`src/rtl/sio_pkg.sv`:
```
package sio_pkg;

  // Word indexes (byte offset / 4) of the register page
  localparam int unsigned WIDX_DATA  = 0;
  localparam int unsigned WIDX_FLAGS = 1;
  localparam int unsigned WIDX_CFG   = 2;
  localparam int unsigned WIDX_EVT   = 3;
  localparam int unsigned WIDX_DIV   = 4;
  localparam int unsigned WIDX_ID_LO = 32'hFD0 >> 2;
  localparam int unsigned WIDX_ID_HI = 32'hFFC >> 2;
  localparam int unsigned ID_N       = WIDX_ID_HI - WIDX_ID_LO + 1;

  localparam int unsigned CFG_W  = 7;
  localparam int unsigned FLAG_W = 4;

  // Configuration word, bit 0 is the LSB (tx_en)
  typedef struct packed {
    logic test;
    logic rxo_ie;
    logic txo_ie;
    logic rx_ie;
    logic tx_ie;
    logic rx_en;
    logic tx_en;
  } cfg_t;

  // Status flags, bit 0 is tx_full
  typedef struct packed {
    logic rx_ovr;
    logic tx_ovr;
    logic rx_full;
    logic tx_full;
  } flags_t;

endpackage

```
`src/rtl/sio_rst_sync.sv`:
```
module sio_rst_sync #(
  parameter int unsigned STAGES = 2
) (
  input  logic clk,
  input  logic arst_n,
  output logic rst_n
);

  logic [STAGES-1:0] sync_q;

  always_ff @(posedge clk or negedge arst_n) begin
    if (!arst_n) begin
      sync_q <= '0;
    end else begin
      sync_q <= {sync_q[STAGES-2:0], 1'b1};
    end
  end

  assign rst_n = sync_q[STAGES-1];

endmodule

```
`src/rtl/sio_apb_if.sv`:
```
module sio_apb_if
  import sio_pkg::*;
#(
  parameter int unsigned ADDR_W   = 12,
  parameter int unsigned DIV_W    = 20,
  parameter int unsigned DW       = 8,
  parameter logic [8*ID_N-1:0] ID_BYTES = '0
) (
  input  logic              psel,
  input  logic              penable,
  input  logic              pwrite,
  input  logic [ADDR_W-1:0] paddr,
  input  logic [DW-1:0]     rx_buf,
  input  flags_t            flags,
  input  cfg_t              cfg,
  input  logic [FLAG_W-1:0] evts,
  input  logic [DIV_W-1:0]  div,
  output logic              wr_data,
  output logic              wr_flags,
  output logic              wr_cfg,
  output logic              wr_evt,
  output logic              wr_div,
  output logic              rd_data,
  output logic [31:0]       prdata
);

  localparam int unsigned IW    = ADDR_W - 2;
  localparam int unsigned ID_IW = $clog2(ID_N);

  logic [IW-1:0]    word_idx;
  logic             in_id;
  logic [ID_IW-1:0] id_off;
  logic             acc_wr;
  logic             acc_rd;
  logic [7:0]       id_arr [ID_N];
  logic             unused_lsb;

  assign word_idx   = paddr[ADDR_W-1:2];
  assign unused_lsb = ^paddr[1:0];
  assign in_id      = (word_idx >= IW'(WIDX_ID_LO)) && (word_idx <= IW'(WIDX_ID_HI));
  assign id_off     = ID_IW'(word_idx - IW'(WIDX_ID_LO));

  for (genvar g = 0; g < ID_N; g++) begin : g_id
    assign id_arr[g] = ID_BYTES[8*g +: 8];
  end

  assign acc_wr = psel && penable && pwrite;
  assign acc_rd = psel && penable && !pwrite;

  assign wr_data  = acc_wr && (word_idx == IW'(WIDX_DATA));
  assign wr_flags = acc_wr && (word_idx == IW'(WIDX_FLAGS));
  assign wr_cfg   = acc_wr && (word_idx == IW'(WIDX_CFG));
  assign wr_evt   = acc_wr && (word_idx == IW'(WIDX_EVT));
  assign wr_div   = acc_wr && (word_idx == IW'(WIDX_DIV));
  assign rd_data  = acc_rd && (word_idx == IW'(WIDX_DATA));

  always_comb begin
    prdata = '0;
    if (psel && !pwrite) begin
      if (word_idx == IW'(WIDX_DATA)) begin
        prdata[DW-1:0] = rx_buf;
      end else if (word_idx == IW'(WIDX_FLAGS)) begin
        prdata[FLAG_W-1:0] = flags;
      end else if (word_idx == IW'(WIDX_CFG)) begin
        prdata[CFG_W-1:0] = cfg;
      end else if (word_idx == IW'(WIDX_EVT)) begin
        prdata[FLAG_W-1:0] = evts;
      end else if (word_idx == IW'(WIDX_DIV)) begin
        prdata[DIV_W-1:0] = div;
      end else if (in_id) begin
        prdata[7:0] = id_arr[id_off];
      end
    end
  end

endmodule

```
`src/rtl/sio_tx_hold.sv`:
```
module sio_tx_hold #(
  parameter int unsigned DW = 8
) (
  input  logic          clk,
  input  logic          rst_n,
  input  logic          wr_stb,
  input  logic [DW-1:0] wdata,
  input  logic          tx_en,
  input  logic          baud_ok,
  input  logic          tx_ready,
  input  logic          clr_ovr,
  output logic          tx_valid,
  output logic [DW-1:0] tx_data,
  output logic          full,
  output logic          ovr,
  output logic          sent
);

  logic          full_q, full_d;
  logic          ovr_q, ovr_d;
  logic [DW-1:0] byte_q;

  assign tx_valid = tx_en && full_q && baud_ok;
  assign sent     = tx_valid && tx_ready;

  always_comb begin
    full_d = full_q;
    ovr_d  = ovr_q;
    if (clr_ovr) ovr_d = 1'b0;
    if (sent) full_d = 1'b0;
    if (wr_stb) begin
      if (full_q && !sent) ovr_d = 1'b1;
      full_d = 1'b1;
    end
  end

  always_ff @(posedge clk or negedge rst_n) begin
    if (!rst_n) begin
      full_q <= 1'b0;
      ovr_q  <= 1'b0;
      byte_q <= '0;
    end else begin
      full_q <= full_d;
      ovr_q  <= ovr_d;
      if (wr_stb) byte_q <= wdata;
    end
  end

  assign tx_data = byte_q;
  assign full    = full_q;
  assign ovr     = ovr_q;

  a_r4_ovr_on_busy_write: assert property (@(posedge clk) disable iff (!rst_n)
    wr_stb && full && !sent |=> ovr);

  a_r5_sent_clears_full: assert property (@(posedge clk) disable iff (!rst_n)
    sent && !wr_stb |=> !full);

  a_r4_write_loads_byte: assert property (@(posedge clk) disable iff (!rst_n)
    wr_stb |=> full && (tx_data == $past(wdata)));

endmodule

```
`src/rtl/sio_rx_hold.sv`:
```
module sio_rx_hold #(
  parameter int unsigned DW = 8
) (
  input  logic          clk,
  input  logic          rst_n,
  input  logic          rx_strobe,
  input  logic [DW-1:0] rx_in,
  input  logic          rx_en,
  input  logic          rd_stb,
  input  logic          clr_ovr,
  output logic [DW-1:0] rx_buf,
  output logic          full,
  output logic          ovr,
  output logic          stored
);

  logic          full_q, full_d;
  logic          ovr_q, ovr_d;
  logic [DW-1:0] byte_q;

  assign stored = rx_strobe && rx_en;

  always_comb begin
    full_d = full_q;
    ovr_d  = ovr_q;
    if (clr_ovr) ovr_d = 1'b0;
    if (rd_stb) full_d = 1'b0;
    if (stored) begin
      if (full_q && !rd_stb) ovr_d = 1'b1;
      full_d = 1'b1;
    end
  end

  always_ff @(posedge clk or negedge rst_n) begin
    if (!rst_n) begin
      full_q <= 1'b0;
      ovr_q  <= 1'b0;
      byte_q <= '0;
    end else begin
      full_q <= full_d;
      ovr_q  <= ovr_d;
      if (stored) byte_q <= rx_in;
    end
  end

  assign rx_buf = byte_q;
  assign full   = full_q;
  assign ovr    = ovr_q;

  a_r6_drop_when_disabled: assert property (@(posedge clk) disable iff (!rst_n)
    rx_strobe && !rx_en |=> $stable(rx_buf));

  a_r7_accept_sets_full: assert property (@(posedge clk) disable iff (!rst_n)
    rx_strobe && rx_en |=> full && (rx_buf == $past(rx_in)));

  a_r8_read_clears_full: assert property (@(posedge clk) disable iff (!rst_n)
    rd_stb && !rx_strobe |=> !full);

endmodule

```
`src/rtl/sio_irq_ctrl.sv`:
```
module sio_irq_ctrl (
  input  logic       clk,
  input  logic       rst_n,
  input  logic       tx_sent,
  input  logic       rx_stored,
  input  logic       tx_ie,
  input  logic       rx_ie,
  input  logic       txo_ie,
  input  logic       rxo_ie,
  input  logic       tx_ovr,
  input  logic       rx_ovr,
  input  logic [3:0] clr,
  output logic [3:0] evts,
  output logic       irq_tx,
  output logic       irq_rx,
  output logic       irq_txovr,
  output logic       irq_rxovr,
  output logic       irq_any
);

  logic evt_tx_q, evt_tx_d;
  logic evt_rx_q, evt_rx_d;
  logic set_tx, set_rx;

  assign set_tx = tx_sent && tx_ie;
  assign set_rx = rx_stored && rx_ie;

  always_comb begin
    evt_tx_d = evt_tx_q;
    evt_rx_d = evt_rx_q;
    if (clr[0]) evt_tx_d = 1'b0;
    if (clr[1]) evt_rx_d = 1'b0;
    if (set_tx) evt_tx_d = 1'b1;
    if (set_rx) evt_rx_d = 1'b1;
  end

  always_ff @(posedge clk or negedge rst_n) begin
    if (!rst_n) begin
      evt_tx_q <= 1'b0;
      evt_rx_q <= 1'b0;
    end else begin
      evt_tx_q <= evt_tx_d;
      evt_rx_q <= evt_rx_d;
    end
  end

  assign evts      = {rx_ovr && rxo_ie, tx_ovr && txo_ie, evt_rx_q, evt_tx_q};
  assign irq_tx    = evts[0];
  assign irq_rx    = evts[1];
  assign irq_txovr = evts[2];
  assign irq_rxovr = evts[3];
  assign irq_any   = |evts;

  a_r5_tx_event_latch: assert property (@(posedge clk) disable iff (!rst_n)
    tx_sent && tx_ie |=> irq_tx);

  a_r10_rx_event_clear: assert property (@(posedge clk) disable iff (!rst_n)
    clr[1] && !(rx_stored && rx_ie) |=> !irq_rx);

  a_r5_tx_event_hold: assert property (@(posedge clk) disable iff (!rst_n)
    irq_tx && !clr[0] |=> irq_tx);

endmodule

```
`src/rtl/sio_apb_ctrl.sv`:
```
module sio_apb_ctrl
  import sio_pkg::*;
#(
  parameter int unsigned ADDR_W   = 12,
  parameter int unsigned DIV_W    = 20,
  parameter int unsigned DIV_MIN  = 16,
  parameter int unsigned DW       = 8,
  parameter int unsigned RST_STG  = 2,
  parameter logic [8*ID_N-1:0] ID_BYTES = 96'h5C3A91E7_00024713_00000001
) (
  input  logic              pclk,
  input  logic              presetn,
  input  logic              psel,
  input  logic              penable,
  input  logic              pwrite,
  input  logic [ADDR_W-1:0] paddr,
  input  logic [31:0]       pwdata,
  output logic [31:0]       prdata,
  output logic              pready,
  output logic              pslverr,
  output logic [DW-1:0]     tx_data,
  output logic              tx_valid,
  input  logic              tx_ready,
  input  logic [DW-1:0]     rx_data,
  input  logic              rx_strobe,
  output logic [DIV_W-1:0]  baud_div,
  output logic              baud_ok,
  output logic              cfg_tx_en,
  output logic              cfg_rx_en,
  output logic              cfg_test,
  output logic              irq_tx,
  output logic              irq_rx,
  output logic              irq_txovr,
  output logic              irq_rxovr,
  output logic              irq_any
);

  logic              rst_n;
  cfg_t              cfg_q, cfg_d;
  logic [DIV_W-1:0]  div_q, div_d;
  flags_t            flags;
  logic [FLAG_W-1:0] evts;
  logic [DW-1:0]     rx_buf;
  logic              wr_data, wr_flags, wr_cfg, wr_evt, wr_div, rd_data;
  logic              clr_txovr, clr_rxovr;
  logic              tx_sent, rx_stored;
  logic              tx_full, tx_ovr, rx_full, rx_ovr;
  logic [3:0]        evt_clr;
  logic              unused_wdata;

  assign unused_wdata = ^pwdata[31:DIV_W];

  sio_rst_sync #(.STAGES(RST_STG)) u_rst (
    .clk    (pclk),
    .arst_n (presetn),
    .rst_n  (rst_n)
  );

  sio_apb_if #(
    .ADDR_W   (ADDR_W),
    .DIV_W    (DIV_W),
    .DW       (DW),
    .ID_BYTES (ID_BYTES)
  ) u_if (
    .psel     (psel),
    .penable  (penable),
    .pwrite   (pwrite),
    .paddr    (paddr),
    .rx_buf   (rx_buf),
    .flags    (flags),
    .cfg      (cfg_q),
    .evts     (evts),
    .div      (div_q),
    .wr_data  (wr_data),
    .wr_flags (wr_flags),
    .wr_cfg   (wr_cfg),
    .wr_evt   (wr_evt),
    .wr_div   (wr_div),
    .rd_data  (rd_data),
    .prdata   (prdata)
  );

  // Overrun flags clear from either FLAGS or EVENTS, same bit positions
  assign clr_txovr = (wr_flags || wr_evt) && pwdata[2];
  assign clr_rxovr = (wr_flags || wr_evt) && pwdata[3];
  assign evt_clr   = wr_evt ? pwdata[3:0] : 4'b0000;

  assign baud_ok = (div_q >= DIV_W'(DIV_MIN));

  sio_tx_hold #(.DW(DW)) u_tx (
    .clk      (pclk),
    .rst_n    (rst_n),
    .wr_stb   (wr_data),
    .wdata    (pwdata[DW-1:0]),
    .tx_en    (cfg_q.tx_en),
    .baud_ok  (baud_ok),
    .tx_ready (tx_ready),
    .clr_ovr  (clr_txovr),
    .tx_valid (tx_valid),
    .tx_data  (tx_data),
    .full     (tx_full),
    .ovr      (tx_ovr),
    .sent     (tx_sent)
  );

  sio_rx_hold #(.DW(DW)) u_rx (
    .clk       (pclk),
    .rst_n     (rst_n),
    .rx_strobe (rx_strobe),
    .rx_in     (rx_data),
    .rx_en     (cfg_q.rx_en),
    .rd_stb    (rd_data),
    .clr_ovr   (clr_rxovr),
    .rx_buf    (rx_buf),
    .full      (rx_full),
    .ovr       (rx_ovr),
    .stored    (rx_stored)
  );

  assign flags = '{rx_ovr: rx_ovr, tx_ovr: tx_ovr, rx_full: rx_full, tx_full: tx_full};

  sio_irq_ctrl u_irq (
    .clk       (pclk),
    .rst_n     (rst_n),
    .tx_sent   (tx_sent),
    .rx_stored (rx_stored),
    .tx_ie     (cfg_q.tx_ie),
    .rx_ie     (cfg_q.rx_ie),
    .txo_ie    (cfg_q.txo_ie),
    .rxo_ie    (cfg_q.rxo_ie),
    .tx_ovr    (tx_ovr),
    .rx_ovr    (rx_ovr),
    .clr       (evt_clr),
    .evts      (evts),
    .irq_tx    (irq_tx),
    .irq_rx    (irq_rx),
    .irq_txovr (irq_txovr),
    .irq_rxovr (irq_rxovr),
    .irq_any   (irq_any)
  );

  always_comb begin
    cfg_d = cfg_q;
    div_d = div_q;
    if (wr_cfg) cfg_d = cfg_t'(pwdata[CFG_W-1:0]);
    if (wr_div) div_d = pwdata[DIV_W-1:0];
  end

  always_ff @(posedge pclk or negedge rst_n) begin
    if (!rst_n) begin
      cfg_q <= '0;
      div_q <= '0;
    end else begin
      if (wr_cfg) cfg_q <= cfg_d;
      if (wr_div) div_q <= div_d;
    end
  end

  assign baud_div  = div_q;
  assign cfg_tx_en = cfg_q.tx_en;
  assign cfg_rx_en = cfg_q.rx_en;
  assign cfg_test  = cfg_q.test;
  assign pready    = 1'b1;
  assign pslverr   = 1'b0;

  a_r2_cfg_load: assert property (@(posedge pclk) disable iff (!rst_n)
    wr_cfg |=> cfg_q == cfg_t'($past(pwdata[CFG_W-1:0])));

  a_r2_div_load: assert property (@(posedge pclk) disable iff (!rst_n)
    wr_div |=> baud_div == $past(pwdata[DIV_W-1:0]));

  a_r3_offer_stable: assert property (@(posedge pclk) disable iff (!rst_n)
    tx_valid && !tx_ready && !(psel && penable && pwrite) |=> tx_valid && $stable(tx_data));

  a_r13_tx_collide: assert property (@(posedge pclk) disable iff (!rst_n)
    wr_data && tx_valid && tx_ready |=> tx_full && (tx_ovr == $past(tx_ovr)));

endmodule

```
`config.mk`:
```
export PLATFORM = sky130hd
export DESIGN_NAME = sio_apb_ctrl
export DESIGN_NICKNAME = d
export VERILOG_FILES = /design/src/rtl/sio_pkg.sv /design/src/rtl/sio_rst_sync.sv /design/src/rtl/sio_apb_if.sv /design/src/rtl/sio_tx_hold.sv /design/src/rtl/sio_rx_hold.sv /design/src/rtl/sio_irq_ctrl.sv /design/src/rtl/sio_apb_ctrl.sv
export SDC_FILE = /design/constraint.sdc
export NUM_CORES = 1
export LEC_CHECK = 0
export BUFFER_PORTS_ARGS = -buffer_cell sky130_fd_sc_hd__buf_4
export CORE_UTILIZATION = 50
export CTS_CLUSTER_SIZE = 14
export DETAILED_ROUTE_END_ITERATION = 16
export GPL_TIMING_DRIVEN = 0
export PLACE_DENSITY = 0.91
export SLEW_MARGIN = 15
export SYNTH_ARGS = -nofsm -noshare
export SYNTH_HDL_FRONTEND = slang
export SYNTH_SLANG_ARGS = --single-unit
```
`constraint.sdc`:
```
create_clock -name pclk -period 3.9 [get_ports pclk]
set_input_delay 0.195 -clock pclk [delete_from_list [all_inputs] [get_ports pclk]]
set_output_delay 0.195 -clock pclk [all_outputs]
set_load 0.05 [all_outputs]
```
==> impl_metrics.prom, run 1 <==
# TYPE chip_impl_metric gauge
chip_impl_metric{name="synth.lib_cells_used.distinct",unit=""} 52
chip_impl_metric{name="max_clock_freq",unit="MHz"} 400.3
chip_impl_info{name="startpoint_kind_of_the_worst_setup_timing_path",value="input port"} 1
chip_impl_metric{name="die_width",unit="µm"} 78.21
chip_impl_metric{name="detail_route.wirelength",unit="µm"} 8201
chip_impl_metric{name="ctsLongestPathBuffers",unit=""} 2
chip_impl_metric{name="synth_area_per_cell",unit="µm²"} 10.60
chip_impl_metric{name="synth-async-reset-ratio",unit="%"} 100.0
chip_impl_metric{name="core_area",unit="µm²"} 5540
chip_impl_metric{name="grt_max_degree",unit=""} 37
chip_impl_metric{name="setup_viol",unit=""} 0
chip_impl_info{name="final_common_cell",value="sky130_fd_sc_hd__buf_4"} 1
chip_impl_info{name="cts_tree",value="built"} 1
chip_impl_metric{name="grt_first_pass_wirelength",unit="µm"} 13100
chip_impl_metric{name="die_height",unit="µm"} 78.21
chip_impl_metric{name="cts_sinks",unit=""} 51
chip_impl_metric{name="maxSlewHeadroom",unit="%"} 64.74
chip_impl_metric{name="row_count",unit=""} 27
chip_impl_metric{name="synth_edf_count",unit=""} 0
chip_impl_metric{name="port_buffers",unit=""} 102
chip_impl_metric{name="final_layout_size_suffix_gt1_share",unit="%"} 37.09
chip_impl_metric{name="power.internal",unit="µW"} 725.8
chip_impl_info{name="cts.root.buffer_cell",value="sky130_fd_sc_hd__clkbuf_8"} 1
chip_impl_metric{name="final_net_count",unit=""} 466
chip_impl_metric{name="floorplan.io_pins",unit=""} 131
chip_impl_metric{name="worst_setup_hold_path_clk_slew",unit="ns"} 0.10
chip_impl_metric{name="final_critical_path_setup_slack",unit="ns"} 1.402
chip_impl_metric{name="floorplan.initialDensity",unit="%"} 52.42
chip_impl_metric{name="layout_area_overhead",unit="%"} 35.24
chip_impl_metric{name="required",unit="ns"} 3.70
chip_impl_metric{name="post-route-period-util",unit="%"} 64.06
chip_impl_metric{name="synth_seq_cells",unit=""} 51
chip_impl_metric{name="placedInstanceArea",unit="µm²"} 3830
chip_impl_metric{name="clock_latency",unit="ns"} 0.31
chip_impl_info{name="crit_slowest_cell",value="sky130_fd_sc_hd__clkbuf_1"} 1
chip_impl_metric{name="mappedNetlistArea",unit="µm²"} 2904
chip_impl_metric{name="yosysWarningCount",unit=""} 0
chip_impl_metric{name="critical_path.max_fanout",unit=""} 10
chip_impl_metric{name="fillCellCount",unit=""} 421
chip_impl_metric{name="grt.overflow.total",unit=""} 0
chip_impl_info{name="outcome",value="complete, no violations"} 1
chip_impl_metric{name="power.ir.vdd_worst",unit="V"} 0.0002229
chip_impl_info{name="endpoint_kind",value="output pin"} 1
chip_impl_metric{name="power_switching_share",unit="%"} 28.40
chip_impl_metric{name="layout.core_utilization",unit="%"} 70.89
chip_impl_metric{name="via_per_inst",unit=""} 5.688
chip_impl_metric{name="first_iter_violations",unit=""} 248
chip_impl_metric{name="die-area",unit="µm²"} 6117
chip_impl_metric{name="cts.repair.resized",unit=""} 0
chip_impl_metric{name="pre_cts_ws",unit="ns"} 1.451
chip_impl_info{name="crit_top_cell",value="sky130_fd_sc_hd__buf_4"} 1
chip_impl_info{name="timing.critical_path.cells",value="buf_4 -> inv_1 -> ha_1 -> buf_1 -> clkbuf_1 -> a21oi_1 -> o2bb2ai_1 -> a221oi_1 -> buf_4"} 1
chip_impl_info{name="min-delay-path-class",value="in -> reg"} 1
chip_impl_info{name="crit_path_category",value="in -> out"} 1
chip_impl_metric{name="globalplace.congestion",unit=""} 0.9218
chip_impl_metric{name="synth-seq-area-share",unit="%"} 43.95
chip_impl_metric{name="drtPass1Iterations",unit=""} 5
chip_impl_metric{name="period_minus_slack",unit="ns"} 2.498
chip_impl_metric{name="htree_levels",unit=""} 2
chip_impl_metric{name="seq_area",unit="µm²"} 1277
chip_impl_metric{name="grt.total_usage",unit="%"} 27.72
chip_impl_metric{name="grt_pass1_vias",unit=""} 2599
chip_impl_metric{name="clock-skew-final",unit="ns"} 0.01113
chip_impl_metric{name="tightestPinTransition",unit="ns"} 0.5155
chip_impl_metric{name="report.final.hold_viol_count",unit=""} 0
chip_impl_metric{name="sequentialPowerShare",unit="%"} 53.4
chip_impl_metric{name="route.antenna.remaining_nets",unit=""} 0
chip_impl_metric{name="final_area",unit="µm²"} 3928
chip_impl_metric{name="postSynthCellCount",unit=""} 274
chip_impl_info{name="dominantRegCellSynth",value="sky130_fd_sc_hd__dfrtp_1"} 1
chip_impl_metric{name="cell_area_power_density",unit="nW/µm²"} 258.1
chip_impl_metric{name="p_clk_share",unit="%"} 30.5
chip_impl_metric{name="multiInputGateArea",unit="µm²"} 1478
chip_impl_info{name="layout.cells.most_common_list",value="sky130_fd_sc_hd__buf_4 (116), sky130_fd_sc_hd__dfrtp_1 (50), sky130_fd_sc_hd__mux2_1 (35), sky130_fd_sc_hd__nand2_1 (29)"} 1
chip_impl_metric{name="detailedPlacementHpwl",unit="µm"} 6367
chip_impl_metric{name="arrival",unit="ns"} 2.30
chip_impl_metric{name="drv.max_cap_violation_count",unit=""} 0
chip_impl_metric{name="switchingPower",unit="µW"} 287.9
chip_impl_metric{name="tritoncts.num_buffers",unit=""} 5
chip_impl_metric{name="final_routed_wire_length_divided_by_cell_count",unit="µm"} 17.41
chip_impl_metric{name="vias",unit=""} 2679
chip_impl_metric{name="comb_power_share",unit="%"} 16.1
chip_impl_metric{name="drv_slew",unit=""} 0
chip_impl_metric{name="leakage",unit="µW"} 0.002136
chip_impl_info{name="grt_setup_unrepaired",value="no"} 1
chip_impl_metric{name="setup_total_negative_slack",unit="ns"} 0
chip_impl_metric{name="slowest_delay",unit="ns"} 0.42
chip_impl_metric{name="drc_errors",unit=""} 0
chip_impl_metric{name="antenna_found_initial",unit=""} 0
chip_impl_metric{name="antenna-diode-count",unit=""} 0
[metrics by stage]
| stage | instances | hold slack, ns | power, µW |
|---|---|---|---|
| detailed placement | 462 | -0.02121 | 711.6 |
| global route | 471 | 0.08983 | 1047 |
| global placement | 461 | -0.02229 | 705.7 |
| floorplan | 287 | -0.1006 | 646.7 |
| finish | 471 | 0.08526 | 1014 |
| CTS | 471 | 0.08886 | 1012 |
[cell type report]
class	instances	area share (%)
plain buffers	25	4.110
flip-flops and latches	51	32.53
clock buffers	5	1.752
repair buffers	104	20.26
inverters	10	0.9557
multi-input cells	201	37.62
clock inverters	3	0.4779
well taps	72	2.294
[path summary, 6_finish.rpt]
kind	slack, ns	start	cells after the start	end
setup / recovery	1.40	paddr[2]	9	prdata[2]
hold / removal	0.09	pwdata[18]	2	baud_div[18]
setup reg to reg	2.15	baud_div[17]	4	u_irq.irq_tx
hold reg to reg	0.18	u_rst.sync_q[1]	0	baud_div[9]
max in group asynchronous	3.20	u_rst.sync_q[1]	1	u_rx.rx_buf[2]
min in group asynchronous	0.18	u_rst.sync_q[1]	0	baud_div[9]
[sequential cells by signal (all words and copies together) (netlist names), 2 cells and up]
| signal | count |
|---|---|
| u_tx.tx_data | 8 |
| baud_div | 20 |
| u_rst.sync_q | 2 |
| cfg_q | 4 |
| u_rx.rx_buf | 8 |
[power groups by stage]
stage	Combinational, µW	Clock (µW)	Sequential, µW
2_1_floorplan	87.6	0	559
3_3_place_gp	148	0	558
3_5_place_dp	160	0	552
4_1_cts	161	310	541
5_1_grt	175	330	543
6_report	164	309	541
[kinds of logic (layout without fill, tap and decap cells)]
kind of cell	after synthesis	after routing	synth area share, %
DFF	51	51	43.95
AOI/OAI and AO/OA	50	50	13.10
muxes	43	43	16.67
and+or+nand+nor	84	84	15.29
buffers and inverters	35	147	6.850
adders and majority gates	9	9	3.878
other	2	15	0.2586
[synth_stat cells, drive strengths merged, types with 5 or more instances]
| cell type | number | share of area [%] |
|---|---|---|
| and2 | 14 | 3.0 |
| and3 | 7 | 1.6 |
| buf | 22 | 5.2 |
| dfrtp | 51 | 44 |
| ha | 9 | 3.9 |
| inv | 10 | 1.3 |
| mux2 | 43 | 17 |
| nand2 | 31 | 4.2 |
| nand3 | 8 | 1.4 |
| nor2 | 8 | 1.0 |
| nor4 | 5 | 1.6 |
| o21ai | 16 | 2.8 |
[critical path: cells and delay by family]
kind / cells / cell delay (ns)
AOI/OAI and AO/OA: 3 / 0.55
adders and majority gates: 1 / 0.22
buffers and inverters: 5 / 1.32
[metal layers]
layer	vias up	track usage, %	wire, µm
li1	1217	-	-
met1	1287	35.90	3259
met2	159	47.37	4179
met3	16	3.837	614
met4	0	9.815	148
met5	-	0	0
[what timing repair did]
item | in CTS | in global routing
endpoints found under the hold margin | 2 | 0
buffers inserted | 0 | 0
hold buffers | 1 | 0
No activity file was read; power rests on OpenSTA's default activity.
==> inputs of run 2 (changes only) <==
--- a/config.mk
+++ b/config.mk
@@ -6,11 +6,11 @@
 export NUM_CORES = 1
 export LEC_CHECK = 0
 export BUFFER_PORTS_ARGS = -buffer_cell sky130_fd_sc_hd__buf_4
-export CORE_UTILIZATION = 50
+export CORE_UTILIZATION = 47
 export CTS_CLUSTER_SIZE = 14
 export DETAILED_ROUTE_END_ITERATION = 16
 export GPL_TIMING_DRIVEN = 0
-export PLACE_DENSITY = 0.91
+export PLACE_DENSITY = 0.87
 export SLEW_MARGIN = 15
 export SYNTH_ARGS = -nofsm -noshare
 export SYNTH_HDL_FRONTEND = slang
==> constraint.sdc (replaced) <==
create_clock -name pclk -period 2.55 [get_ports pclk]
set_input_delay 0.1275 -clock pclk [delete_from_list [all_inputs] [get_ports pclk]]
set_output_delay 0.1275 -clock pclk [all_outputs]
set_load 0.05 [all_outputs]
==> run 2 against run 1 <==
Effect of this change:
- via count fell by 2.6%
- register-to-register slack got worse by 1.3 ns
- design area rose by 0.48%
- clock power rose by 60%
- sequential cell count did not move
- critical endpoint is now prdata[1]
- sequential share of layout area fell by 0.15 points
- critical path type unchanged
==> impl_metrics.prom, run 2 (synthesis gave the netlist of run 1 again) <==
# TYPE chip_impl_metric gauge
chip_impl_metric{name="required",unit="ns"} 2.42
chip_impl_metric{name="detail_route.wirelength",unit="µm"} 8102
chip_impl_metric{name="port_buffers",unit=""} 102
chip_impl_info{name="min-delay-path-class",value="in -> reg"} 1
chip_impl_metric{name="via_per_inst",unit=""} 5.504
chip_impl_metric{name="antenna_found_initial",unit=""} 0
chip_impl_metric{name="drtPass1Iterations",unit=""} 4
chip_impl_metric{name="final_layout_size_suffix_gt1_share",unit="%"} 37.34
chip_impl_metric{name="power.ir.vdd_worst",unit="V"} 0.0004054
chip_impl_metric{name="grt.total_usage",unit="%"} 26.29
chip_impl_metric{name="tritoncts.num_buffers",unit=""} 5
chip_impl_info{name="cts.root.buffer_cell",value="sky130_fd_sc_hd__clkbuf_8"} 1
chip_impl_metric{name="largest_register_ffs",unit=""} 20
chip_impl_metric{name="ctsLongestPathBuffers",unit=""} 2
chip_impl_metric{name="drv_slew",unit=""} 0
chip_impl_metric{name="cts_sinks",unit=""} 51
chip_impl_metric{name="setup_total_negative_slack",unit="ns"} 0
chip_impl_metric{name="report.final.hold_viol_count",unit=""} 0
chip_impl_metric{name="clock_latency",unit="ns"} 0.31
chip_impl_metric{name="max_clock_freq",unit="MHz"} 420.1
chip_impl_info{name="endpoint_kind",value="output pin"} 1
chip_impl_metric{name="setup_viol",unit=""} 0
chip_impl_metric{name="die-area",unit="µm²"} 6497
chip_impl_metric{name="floorplan.io_pins",unit=""} 131
chip_impl_metric{name="final_net_count",unit=""} 466
chip_impl_metric{name="grt.overflow.total",unit=""} 0
chip_impl_info{name="crit_top_cell",value="sky130_fd_sc_hd__buf_4"} 1
chip_impl_metric{name="globalplace.congestion",unit=""} 0.8826
chip_impl_metric{name="cell_area_power_density",unit="nW/µm²"} 398.1
chip_impl_metric{name="die_width",unit="µm"} 80.61
chip_impl_info{name="crit_family",value="buffers and inverters"} 1
chip_impl_metric{name="slowest_delay",unit="ns"} 0.35
chip_impl_metric{name="die_height",unit="µm"} 80.61
chip_impl_metric{name="drv.max_cap_violation_count",unit=""} 0
chip_impl_metric{name="post-cts-setup-buffers",unit=""} 0
chip_impl_metric{name="layout_area_overhead",unit="%"} 35.89
chip_impl_info{name="final_common_cell",value="sky130_fd_sc_hd__buf_4"} 1
chip_impl_metric{name="post-route-period-util",unit="%"} 93.34
chip_impl_metric{name="floorplan.initialDensity",unit="%"} 48.76
chip_impl_info{name="outcome",value="complete, no violations"} 1
chip_impl_metric{name="core_area",unit="µm²"} 5956
chip_impl_metric{name="antenna-diode-count",unit=""} 0
chip_impl_metric{name="clock-skew-final",unit="ns"} 0.006379
chip_impl_metric{name="critical_path.max_fanout",unit=""} 10
chip_impl_metric{name="grt_pass1_vias",unit=""} 2499
chip_impl_info{name="timing.critical_path.cells",value="buf_4 -> inv_1 -> ha_1 -> buf_1 -> and2_1 -> a32oi_1 -> a221o_1 -> a221oi_2 -> buf_4"} 1
chip_impl_info{name="grt_setup_unrepaired",value="no"} 1
chip_impl_metric{name="final_routed_wire_length_divided_by_cell_count",unit="µm"} 17.09
chip_impl_metric{name="first_iter_violations",unit=""} 185
chip_impl_metric{name="grt_max_degree",unit=""} 37
chip_impl_metric{name="leakage",unit="µW"} 0.002134
chip_impl_metric{name="critPathBufInv",unit=""} 4
chip_impl_info{name="cts_tree",value="built"} 1
chip_impl_metric{name="htree_levels",unit=""} 2
chip_impl_info{name="startpoint_kind_of_the_worst_setup_timing_path",value="input port"} 1
chip_impl_metric{name="worst_setup_hold_path_clk_slew",unit="ns"} 0.10
chip_impl_metric{name="route.antenna.remaining_nets",unit=""} 0
chip_impl_metric{name="detailedPlacementHpwl",unit="µm"} 6447
chip_impl_metric{name="grt_first_pass_wirelength",unit="µm"} 12670
chip_impl_metric{name="row_count",unit=""} 28
chip_impl_metric{name="period_minus_slack",unit="ns"} 2.380
chip_impl_metric{name="drc_errors",unit=""} 0
chip_impl_info{name="crit_path_category",value="in -> out"} 1
chip_impl_info{name="layout.cells.most_common_list",value="sky130_fd_sc_hd__buf_4 (116), sky130_fd_sc_hd__dfrtp_1 (50), sky130_fd_sc_hd__mux2_1 (35), sky130_fd_sc_hd__nand2_1 (29)"} 1
chip_impl_metric{name="layout.core_utilization",unit="%"} 66.26
chip_impl_metric{name="arrival",unit="ns"} 2.25
chip_impl_info{name="crit_slowest_cell",value="sky130_fd_sc_hd__buf_1"} 1
chip_impl_metric{name="vias",unit=""} 2609
## run 2: changes by cell type in the layout (fill, tap and decap cells not counted), sizes merged
cell / delta
clkinv: -2
inv: +1
clkinvlp: +1
## run 2: layout make-up
class                   count  area, µm²
flip-flops and latches     51       1277
plain buffers              25      161.4
inverters                  10      37.54
repair buffers            104      795.8
clock inverters             3      27.53
multi-input cells         201       1484
clock buffers               5      68.82
fillers                   484       2009
well taps                  75      93.84
## run 2: power breakdown
part / internal, µW / switching, µW / leakage (µW)
registers: 817 / 10.8 / 0.000706
logic: 99.1 / 150 / 0.00138
clock network: 204 / 291 / 0.0000467
total: 1120 / 451 / 0.00213
## run 2: final timing paths
path	startpoint	endpoint	slack (ns)	cells past startpoint
max	paddr[2]	prdata[1]	0.17	9
min	pwdata[19]	baud_div[19]	0.03	2
max reg2reg	baud_div[7]	u_irq.irq_tx	0.83	4
min reg2reg	u_rst.sync_q[1]	baud_div[15]	0.17	0
max in group asynchronous	u_rst.sync_q[1]	u_rx.full	1.87	1
min in group asynchronous	presetn	u_rst.sync_q[1]	0.12	2
## run 2: per-layer routing
metal	global-route usage, %	wire length [µm]	vias up
met1	34.21	3372	1253
met2	44.24	3973	129
met4	9.643	180	0
li1	-	-	1213
met3	3.750	576	14
met5	0	0	-
## run 2: per-stage QoR
stage                     std cells  hold slack (ns)  worst slack (ns)  area [µm²]  power (µW)
after floorplan                 287          -0.1681           0.03742        2959       989.5
after global routing            474          0.01944          0.006792        3946        1637
after detailed placement        465         -0.08657            0.2174        3840        1088
after global placement          464         -0.09020            0.2337        3819        1081
after CTS                       474          0.01738            0.2133        3946        1584
final                           474          0.02528            0.1698        3946        1571
## run 2: repair_timing
item,CTS,global route
hold endpoints to repair,2,0
hold buffers,1,0
gates resized for setup,0,0
## run 2: worst reg2reg max path, stage by stage (launching register included)
cell	delay [ns]
sky130_fd_sc_hd__dfrtp_1	0.45
sky130_fd_sc_hd__nor4_1	0.38
sky130_fd_sc_hd__nand4_1	0.26
sky130_fd_sc_hd__and3_1	0.28
sky130_fd_sc_hd__a32o_1	0.25
==> inputs of run 3 (changes only) <==
--- a/config.mk
+++ b/config.mk
@@ -6,7 +6,10 @@
 export NUM_CORES = 1
 export LEC_CHECK = 0
 export BUFFER_PORTS_ARGS = -buffer_cell sky130_fd_sc_hd__buf_4
-export CORE_UTILIZATION = 47
+export CELL_PAD_IN_SITES_DETAIL_PLACEMENT = 0
+export CELL_PAD_IN_SITES_GLOBAL_PLACEMENT = 1
+export CORE_UTILIZATION = 35
+export CTS_CLUSTER_DIAMETER = 60
 export CTS_CLUSTER_SIZE = 14
 export DETAILED_ROUTE_END_ITERATION = 16
 export GPL_TIMING_DRIVEN = 0
==> run 3 against run 2 <==
Effect of this change:
- critical path depth did not move
- sequential cell count did not move
- fmax rose by 7.0%
- first-iteration DRC count fell by 3.8%
- die area rose by 33%
- count of clock-buffer cells in the layout did not move
- design area rose by 0.70%
- global-route usage fell by 6.4 points
- sequential share of layout area fell by 0.22 points
- critical path type unchanged
- critical endpoint is now prdata[14]
- largest cell class unchanged
==> impl_metrics.prom, run 3 (synthesis gave the netlist of run 1 again) <==
# TYPE chip_impl_metric gauge
chip_impl_info{name="outcome",value="complete, no violations"} 1
chip_impl_info{name="worstReg2RegEnd",value="u_irq.irq_tx"} 1
chip_impl_metric{name="maxSlewHeadroom",unit="%"} 64.64
chip_impl_metric{name="total_power",unit="µW"} 1535
chip_impl_metric{name="drv.max_cap_violation_count",unit=""} 0
chip_impl_metric{name="power.ir.vdd_worst",unit="V"} 0.0003620
chip_impl_info{name="timing.critical_path.cells",value="buf_4 -> inv_1 -> ha_1 -> buf_2 -> o41ai_2 -> and3_1 -> buf_2 -> and2_1 -> buf_4"} 1
chip_impl_metric{name="detail_route.wirelength",unit="µm"} 8219
chip_impl_metric{name="first_iter_violations",unit=""} 178
chip_impl_metric{name="final_routed_wire_length_divided_by_cell_count",unit="µm"} 16.41
chip_impl_metric{name="floorplan.initialDensity",unit="%"} 36.82
chip_impl_info{name="min-delay-path-class",value="in -> reg"} 1
chip_impl_metric{name="slowest_delay",unit="ns"} 0.58
chip_impl_info{name="crit_path_category",value="in -> out"} 1
chip_impl_info{name="layout.cells.most_common_list",value="sky130_fd_sc_hd__buf_4 (116), sky130_fd_sc_hd__dfrtp_1 (50), sky130_fd_sc_hd__mux2_1 (35), sky130_fd_sc_hd__nand2_1 (29)"} 1
chip_impl_metric{name="layout.core_utilization",unit="%"} 50.38
chip_impl_info{name="whs_endpoint",value="baud_div[12]"} 1
chip_impl_metric{name="drc_errors",unit=""} 0
chip_impl_metric{name="pre_cts_ws",unit="ns"} 0.1755
chip_impl_metric{name="final_layout_size_suffix_gt1_share",unit="%"} 37.59
chip_impl_metric{name="antenna-diode-count",unit=""} 0
chip_impl_metric{name="core_area",unit="µm²"} 7888
chip_impl_metric{name="detailedPlacementHpwl",unit="µm"} 6620
chip_impl_metric{name="final_critical_path_setup_slack",unit="ns"} 0.3264
chip_impl_metric{name="drtPass1Iterations",unit=""} 4
chip_impl_metric{name="critical_path.max_fanout",unit=""} 10
chip_impl_metric{name="worst_setup_hold_path_clk_slew",unit="ns"} 0.10
chip_impl_metric{name="tritoncts.num_buffers",unit=""} 5
chip_impl_metric{name="required",unit="ns"} 2.42
chip_impl_info{name="grt_setup_unrepaired",value="no"} 1
chip_impl_info{name="endpoint_kind",value="output pin"} 1
chip_impl_metric{name="arrival",unit="ns"} 2.10
chip_impl_metric{name="grt.total_usage",unit="%"} 19.87
chip_impl_metric{name="vias",unit=""} 2518
chip_impl_metric{name="clock_latency",unit="ns"} 0.30
chip_impl_metric{name="ctsLongestPathBuffers",unit=""} 2
chip_impl_metric{name="post-place-cells",unit=""} 492
chip_impl_metric{name="final_cells",unit=""} 501
chip_impl_metric{name="drv_slew",unit=""} 0
chip_impl_info{name="cts_tree",value="built"} 1
chip_impl_metric{name="min_delay_path_depth",unit=""} 2
chip_impl_metric{name="via_per_inst",unit=""} 5.026
chip_impl_metric{name="row_count",unit=""} 32
chip_impl_metric{name="post-cts-setup-buffers",unit=""} 0
chip_impl_metric{name="die_width",unit="µm"} 93.09
chip_impl_metric{name="antenna_found_initial",unit=""} 0
chip_impl_metric{name="max_clock_freq",unit="MHz"} 449.7
chip_impl_metric{name="die_height",unit="µm"} 93.09
chip_impl_metric{name="htree_levels",unit=""} 2
chip_impl_metric{name="final_net_count",unit=""} 466
chip_impl_metric{name="floorplan.io_pins",unit=""} 131
chip_impl_info{name="startpoint_kind_of_the_worst_setup_timing_path",value="input port"} 1
chip_impl_metric{name="setup_viol",unit=""} 0
chip_impl_metric{name="grt_max_degree",unit=""} 33
chip_impl_info{name="cts.root.buffer_cell",value="sky130_fd_sc_hd__clkbuf_8"} 1
chip_impl_metric{name="cts_sinks",unit=""} 51
chip_impl_metric{name="grt_pass1_vias",unit=""} 2564
chip_impl_metric{name="clock-skew-final",unit="ns"} 0.008700
chip_impl_metric{name="port_buffers",unit=""} 102
chip_impl_metric{name="layout_area_overhead",unit="%"} 36.84
chip_impl_metric{name="largest_register_ffs",unit=""} 20
chip_impl_metric{name="tightestPinTransition",unit="ns"} 0.5247
chip_impl_metric{name="report.final.hold_viol_count",unit=""} 0
chip_impl_metric{name="globalplace.congestion",unit=""} 0.8735
chip_impl_metric{name="grt.overflow.total",unit=""} 0
chip_impl_metric{name="die-area",unit="µm²"} 8666
chip_impl_info{name="hold_start",value="pwdata[12]"} 1
chip_impl_metric{name="setup_total_negative_slack",unit="ns"} 0
chip_impl_info{name="crit_slowest_cell",value="sky130_fd_sc_hd__o41ai_2"} 1
chip_impl_metric{name="post-route-period-util",unit="%"} 87.20
chip_impl_metric{name="period_minus_slack",unit="ns"} 2.224
chip_impl_metric{name="fillCellCount",unit=""} 730
chip_impl_info{name="final_common_cell",value="sky130_fd_sc_hd__buf_4"} 1
chip_impl_metric{name="cell_area_power_density",unit="nW/µm²"} 386.2
chip_impl_metric{name="rrSetupSlack",unit="ns"} 0.79
chip_impl_metric{name="leakage",unit="µW"} 0.002131
chip_impl_info{name="critical_path.reg2reg.startpoint",value="baud_div[12]"} 1
chip_impl_metric{name="grt_first_pass_wirelength",unit="µm"} 13420
chip_impl_metric{name="r2r_cells",unit=""} 4
chip_impl_metric{name="route.antenna.remaining_nets",unit=""} 0
==> run 3: cell count changes in the layout (fill, tap and decap cells not counted) <==
cell                         before  now
sky130_fd_sc_hd__clkbuf_1         3    2
sky130_fd_sc_hd__clkbuf_2         0    1
sky130_fd_sc_hd__clkinv_2         0    1
sky130_fd_sc_hd__clkinvlp_4       1    2
sky130_fd_sc_hd__inv_6            1    0
sky130_fd_sc_hd__inv_8            1    0
==> run 3: worst max path at each step <==
stage | from | to | slack [ns] | depth (start not counted)
finish | paddr[2] | prdata[14] | 0.33 | 9
global placement | paddr[2] | prdata[1] | 0.18 | 9
detailed placement | paddr[2] | prdata[1] | 0.18 | 9
floorplan | paddr[2] | prdata[2] | 0.04 | 7
CTS | paddr[2] | prdata[1] | 0.18 | 9
global route | paddr[2] | prdata[14] | 0.14 | 9
==> run 3: critical path, delay by kind of cell <==
| kind | cells | cell delay [ns] |
|---|---|---|
| compound gates | 1 | 0.58 |
| fa+ha+maj | 1 | 0.20 |
| buf+inv | 5 | 0.76 |
| simple gates | 2 | 0.42 |
==> run 3: metal layers <==
| metal | track usage, % | part of all wire (%) | up-vias |
|---|---|---|---|
| met5 | 0 | 0 | - |
| met4 | 4.359 | 1.0 | 0 |
| met3 | 2.276 | 4.6 | 6 |
| met2 | 32.66 | 48 | 81 |
| met1 | 28.13 | 46 | 1216 |
| li1 | - | - | 1215 |
==> run 3: per-stage QoR <==
step           hold slack, ns  instance area, µm²
6_report              0.02617                3974
5_1_grt               0.02332                3974
4_1_cts               0.02551                3973
3_5_place_dp         -0.08671                3874
3_3_place_gp         -0.08996                3852
2_1_floorplan         -0.1681                2959
==> run 3: report_power, final <==
part	internal [µW]	switching (µW)	total, µW
clock	191	266	457
sequential	817	11.5	828
combinational	99.5	150	249
==> run 3: repair_timing <==
item	CTS	global route
hold endpoints to repair	2	0
hold buffers	1	0
resized for setup	0	2
setup endpoints to repair	0	1
==> run 3: final cells by class <==
cell class                 instances  area (µm²)  area share, %
buffer                            25       162.7          4.093
clock buffer                       5       68.82          1.732
clock inverter                     3       20.02         0.5038
inverter                          10       37.54         0.9446
multi-input combinational        201        1484          37.34
sequential                        51        1277          32.15
tap                              102       127.6          3.212
timing repair buffer             104       795.8          20.03
